### config.mk
export PLATFORM = sky130hd
export DESIGN_NAME = hs_hold_stage
export DESIGN_NICKNAME = d
export VERILOG_FILES = /design/src/rtl/hs_pkg.sv /design/src/rtl/hs_presence.sv /design/src/rtl/hs_busy.sv /design/src/rtl/hs_timer.sv /design/src/rtl/hs_hold_stage.sv
export SDC_FILE = /design/constraint.sdc
export NUM_CORES = 1
export LEC_CHECK = 0
export BUFFER_PORTS_ARGS = -buffer_cell sky130_fd_sc_hd__buf_2
export CAP_MARGIN = 20
export CORE_MARGIN = 1.5
export CORE_UTILIZATION = 35
export DETAILED_ROUTE_END_ITERATION = 8
export PLACE_DENSITY_LB_ADDON = 0.08
export SLEW_MARGIN = 20
export SYNTH_ARGS = -nofsm -noshare
export SYNTH_HDL_FRONTEND = slang
export SYNTH_HIERARCHICAL = 1
export SYNTH_SLANG_ARGS = --single-unit
### constraint.sdc
create_clock -name clk -period 5.3 [get_ports clk]
set_clock_uncertainty 0.2 [all_clocks]
set_input_delay 0.795 -clock clk [delete_from_list [all_inputs] [get_ports clk]]
set_output_delay 0.795 -clock clk [all_outputs]
set_load 0.005 [all_outputs]
### src/rtl/hs_pkg.sv
package hs_pkg;

    typedef enum logic [1:0] {
        ST_IDLE,
        ST_SEP,
        ST_WAIT,
        ST_RETRY
    } hs_state_e;

endpackage

### src/rtl/hs_presence.sv
// New-data flag and overflow pulse for the held word.
module hs_presence (
    input  logic clk,
    input  logic rst_n,
    input  logic wr_i,
    input  logic fire_i,
    output logic fresh_o,
    output logic ovf_o
);

    always_ff @(posedge clk) begin
        if (!rst_n) begin
            fresh_o <= 1'b0;
            ovf_o   <= 1'b0;
        end else begin
            // a write on the release edge keeps the flag set
            if (wr_i)
                fresh_o <= 1'b1;
            else if (fire_i)
                fresh_o <= 1'b0;
            ovf_o <= wr_i & fresh_o;
        end
    end

endmodule

### src/rtl/hs_busy.sv
// Occupancy flag of the downstream device.
module hs_busy (
    input  logic clk,
    input  logic rst_n,
    input  logic fire_i,
    input  logic done_i,
    output logic busy_o
);

    always_ff @(posedge clk) begin
        if (!rst_n)
            busy_o <= 1'b0;
        else if (fire_i)
            busy_o <= 1'b1;
        else if (done_i)
            busy_o <= 1'b0;
    end

endmodule

### src/rtl/hs_timer.sv
// Loadable down counter shared by the separation and retry waits.
module hs_timer #(
    parameter int CW = 6
) (
    input  logic          clk,
    input  logic          rst_n,
    input  logic          load_i,
    input  logic [CW-1:0] load_val_i,
    output logic          zero_o
);

    logic [CW-1:0] cnt;

    always_ff @(posedge clk) begin
        if (!rst_n)
            cnt <= '0;
        else if (load_i)
            cnt <= load_val_i;
        else if (cnt != '0)
            cnt <= cnt - CW'(1);
    end

    assign zero_o = (cnt == '0);

endmodule

### src/rtl/hs_hold_stage.sv
module hs_hold_stage #(
    parameter int MIN_SEP  = 3,
    parameter int LOOP_LEN = 44
) (
    input  logic clk,
    input  logic rst_n,
    input  logic q_mode,
    input  logic wr_stb,
    input  logic rd_req,
    input  logic dev_done,
    output logic rd_stb,
    output logic rd_block,
    output logic data_new,
    output logic dev_busy,
    output logic overflow
);
    import hs_pkg::*;

    localparam int TMAX = (LOOP_LEN > MIN_SEP) ? LOOP_LEN : MIN_SEP;
    localparam int CW   = $clog2(TMAX + 1);
    localparam logic [CW-1:0] SEP_LD = CW'(MIN_SEP - 1);
    localparam logic [CW-1:0] RET_LD = CW'(LOOP_LEN - 1);

    hs_state_e     st, st_nxt;
    logic          fire, blk;
    logic          tmr_ld, tmr_zero;
    logic [CW-1:0] tmr_val;

    hs_presence u_presence (
        .clk     (clk),
        .rst_n   (rst_n),
        .wr_i    (wr_stb),
        .fire_i  (fire),
        .fresh_o (data_new),
        .ovf_o   (overflow)
    );

    hs_busy u_busy (
        .clk    (clk),
        .rst_n  (rst_n),
        .fire_i (fire),
        .done_i (dev_done),
        .busy_o (dev_busy)
    );

    hs_timer #(.CW(CW)) u_timer (
        .clk        (clk),
        .rst_n      (rst_n),
        .load_i     (tmr_ld),
        .load_val_i (tmr_val),
        .zero_o     (tmr_zero)
    );

    // state register
    always_ff @(posedge clk) begin
        if (!rst_n)
            st <= ST_IDLE;
        else
            st <= st_nxt;
    end

    // next state and release decision
    always_comb begin
        st_nxt  = st;
        fire    = 1'b0;
        blk     = 1'b0;
        tmr_ld  = 1'b0;
        tmr_val = '0;
        unique case (st)
            ST_IDLE: begin
                if (q_mode) begin
                    if (wr_stb || data_new) begin
                        if (dev_busy && !dev_done) begin
                            st_nxt = ST_WAIT;
                        end else begin
                            st_nxt  = ST_SEP;
                            tmr_ld  = 1'b1;
                            tmr_val = SEP_LD;
                        end
                    end
                end else if (rd_req) begin
                    if (data_new) begin
                        fire = 1'b1;
                    end else begin
                        blk     = 1'b1;
                        st_nxt  = ST_RETRY;
                        tmr_ld  = 1'b1;
                        tmr_val = RET_LD;
                    end
                end
            end
            ST_SEP: begin
                if (tmr_zero) begin
                    fire   = 1'b1;
                    st_nxt = ST_IDLE;
                end
            end
            ST_WAIT: begin
                if (dev_done) begin
                    fire   = 1'b1;
                    st_nxt = ST_IDLE;
                end
            end
            ST_RETRY: begin
                if (tmr_zero) begin
                    if (data_new) begin
                        fire   = 1'b1;
                        st_nxt = ST_IDLE;
                    end else begin
                        blk     = 1'b1;
                        tmr_ld  = 1'b1;
                        tmr_val = RET_LD;
                    end
                end
            end
            default: st_nxt = ST_IDLE;
        endcase
    end

    // registered strobes
    always_ff @(posedge clk) begin
        if (!rst_n) begin
            rd_stb   <= 1'b0;
            rd_block <= 1'b0;
        end else begin
            rd_stb   <= fire;
            rd_block <= blk;
        end
    end

endmodule

==> impl_metrics.csv <==
group,metric,value,unit
sta,period_needed,2.53,ns
sta,final-max-slew-violation-count,0,
clocking,hold_buffers,0,
setup_path,crit_fanout,9,
synthesis,avgSynthCellArea,8.46,um2
setup_path,critPathCaptureType,"register",
setup_path,worstPathRequired,5.26,ns
detailed_routing,drt_iter0_markers,9,
placed_design,io_buffers,10,
outcome,outcome,"finished clean",
die,rows,16,
grt,overflow,0,
cells_and_area,drive_gt1_share,15.1,%
synthesis,synth-seq-cells,13,
sta,setup_viol,0,
detailed_routing,dr.pass1.iters,4,
setup_path,critPathSlowestCell,"or3_1",
sta,tns,0,ns
clocking,cts_tree,"done",
detailed_routing,wl,1470,um
die,die_area,2540,um2
sta,finalHoldViolations,0,
setup_path,max_stage_delay,0.50,ns
sta,clock.fmax,0.395,GHz
die,die_x,50.4,um
cells_and_area,n_antenna_cell,0,
placed_design,pre_cts_ws,2.80,ns
cells_and_area,final_cells,133,
synthesis,yosys_warnings,6,
setup_path,crit_top_cell,"nor2_1",
flow_run,drv_cap,0,
grt,grt_pass1_wl,2650,um
synthesis,synthArstFlopShare,0,%
clocking,cts_setup_buffers,0,
synthesis,synth_flop_cell,"dfxtp_1",
placed_design,placed_cells,129,
synthesis,synthCells,93,
clocking,cts_root_buffer,"clkbuf_4",
detailed_routing,final_antenna_net_count,0,
synthesis,ys_types,35,
grt,track_usage,13.8,%
grt,grt_pass1_vias,624,
power,p_leak,0.376,nW
synthesis,syn_area,787,um2
setup_path,path_class,"register to register",
setup_path,arrival,2.49,ns
grt,grt_max_degree,21,
setup_path,crit_chain,"or3_1, nor2_1, nand2_1, a21oi_1, a31oi_1, nor2_1, inv_1, o211ai_1, o21ai_0",
detailed_routing,vias,682,
die,io_pins,11,
cells_and_area,layout.nets,119,
detailed_routing,avgRoutedWirePerCell,11.0,um
synthesis,synth-edff-count,0,
power,ir_worst_vdd,0.269,mV
clocking,clock_latency,0.27,ns
sta,rsz0062_at_grt,"no",
cells_and_area,nFillCells,232,
clocking,numCtsBuffers,3,
detailed_routing,via_per_inst,5.13,
setup_path,start_kind,"register",
grt,antenna_found_initial,0,
power,powerDensity,507,nW/um2
synthesis,yosysSeqAreaShare,33.1,%
clocking,clockBufferDepth,2,
clocking,clkTransAtPathRegs,0.08,ns
die,dieHeight,50.4,um
die,core,2040,um2
clocking,clkSinkCount,13,
sta,finalCritPeriodShare,47.7,%
sta,postLayoutSetupSlackWorst,2.77,ns
clocking,cts_max_level,1,
hold_path,hold_class,"register to register",
placed_design,dpl.hpwl,1140,um
detailed_routing,post-route-drc-count,0,
cells_and_area,areaGrowthSynthToFinish,13.4,%
placed_design,routabilityCongestion,0.783,
die,initial_core_util,38.5,%
clocking,post_cts_resized,0,
-- cells by family (layout without fill, tap and decap cells) --
| logic type | Yosys count | after routing | synth area share (%) |
|---|---|---|---|
| flops | 13 | 13 | 33.1 |
| xor+xnor | 3 | 3 | 3.34 |
| fa+ha+maj | 6 | 6 | 9.54 |
| buf+inv | 9 | 21 | 4.45 |
| mux | 2 | 2 | 2.54 |
| simple gates | 33 | 33 | 23.7 |
| compound gates | 26 | 26 | 22.9 |
| other cells | 1 | 2 | 0.476 |
-- area by class of cell --
class	instances	area, um2	share of cell area [%]
clock buffer	4	26.3	2.95
tap	27	33.8	3.79
timing repair buffer	10	50.0	5.61
multi-input combinational	72	495	55.5
inverter	7	26.3	2.95
sequential	13	260	29.2
-- synthesized netlist by cell type, drive strengths merged, types with 2 or more instances --
cell    instances  area, um2
dfxtp          13        260
inv             7       26.3
nand2           7       26.3
nand3           7       35.0
ha              6       75.1
nor2            5       18.8
o211ai          4       30.0
o21a            4       30.0
o21ai           4       20.0
a21oi           3       15.0
nand2b          3       18.8
nor2b           3       33.8
and2            2       12.5
mux2i           2       20.0
o22ai           2       12.5
o311ai          2       17.5
xnor2           2       17.5
-- sequential cells by signal, indices dropped and copies added, names as in the netlist --
name and count:
u_presence/fresh_o 1, rd_stb 1, rd_block 1, u_busy/busy_o 1
u_timer/cnt 6, st 2, u_presence/ovf_o 1
-- layout by cell type (no fill, tap or decap), types with 2 or more instances in the layout --
cell,synthesis,final
o21ai_0,4,4
conb_1,1,2
o21a_1,4,4
nand2_1,7,7
buf_2,1,10
nand2b_1,3,3
o311ai_1,2,2
nand3_1,7,7
mux2i_1,2,2
and2_1,2,2
o211ai_1,4,4
inv_1,7,7
ha_1,6,6
dfxtp_1,13,13
clkbuf_4,0,3
nor2b_4,2,2
o22ai_1,2,2
a21oi_1,3,3
nor2_1,5,5
xnor2_1,2,2
-- power breakdown --
part / internal, mW / leakage (nW) / total [mW] / switching, mW
logic: 0.105 / 0.254 / 0.238 / 0.133
clock network: 0.0291 / 0.0150 / 0.0597 / 0.0305
registers: 0.128 / 0.107 / 0.154 / 0.0266
total: 0.262 / 0.376 / 0.452 / 0.191
-- routing by layer --
layer	wire length, um	vias to the layer above	global-route usage, %
met5	0	-	0
met4	13	0	2.70
met3	77	2	6.25
met2	622	12	20.2
met1	754	312	18.6
li1	-	356	-
-- path summary, 6_finish.rpt --
check	start	to	slack [ns]	cells after the start
min reg2reg	u_timer/cnt[5]$_SDFFE_PN0P_	u_timer/cnt[5]$_SDFFE_PN0P_	0.28	2
max	u_timer/cnt[4]$_SDFFE_PN0P_	u_timer/cnt[4]$_SDFFE_PN0P_	2.77	9
min	u_timer/cnt[5]$_SDFFE_PN0P_	u_timer/cnt[5]$_SDFFE_PN0P_	0.28	2
max reg2reg	u_timer/cnt[4]$_SDFFE_PN0P_	u_timer/cnt[4]$_SDFFE_PN0P_	2.77	9
-- worst max-delay path, delay by kind of cell, from the launching register on --
kind	cells	cell delay, ns
simple gates	4	1.16
compound gates	4	0.50
flops	1	0.32
buf+inv	1	0.22
-- metrics by stage --
step           util, %  hold slack, ns  total power [mW]  instance area [um2]
2_1_floorplan        -           0.246             0.348                  791
3_3_place_gp      42.4           0.272             0.394                  866
3_5_place_dp      42.4           0.269             0.394                  866
4_1_cts           43.7           0.284             0.456                  892
5_1_grt           43.7           0.339             0.502                  892
6_report          43.7           0.282             0.452                  892
(Power assumes the default switching activity.)
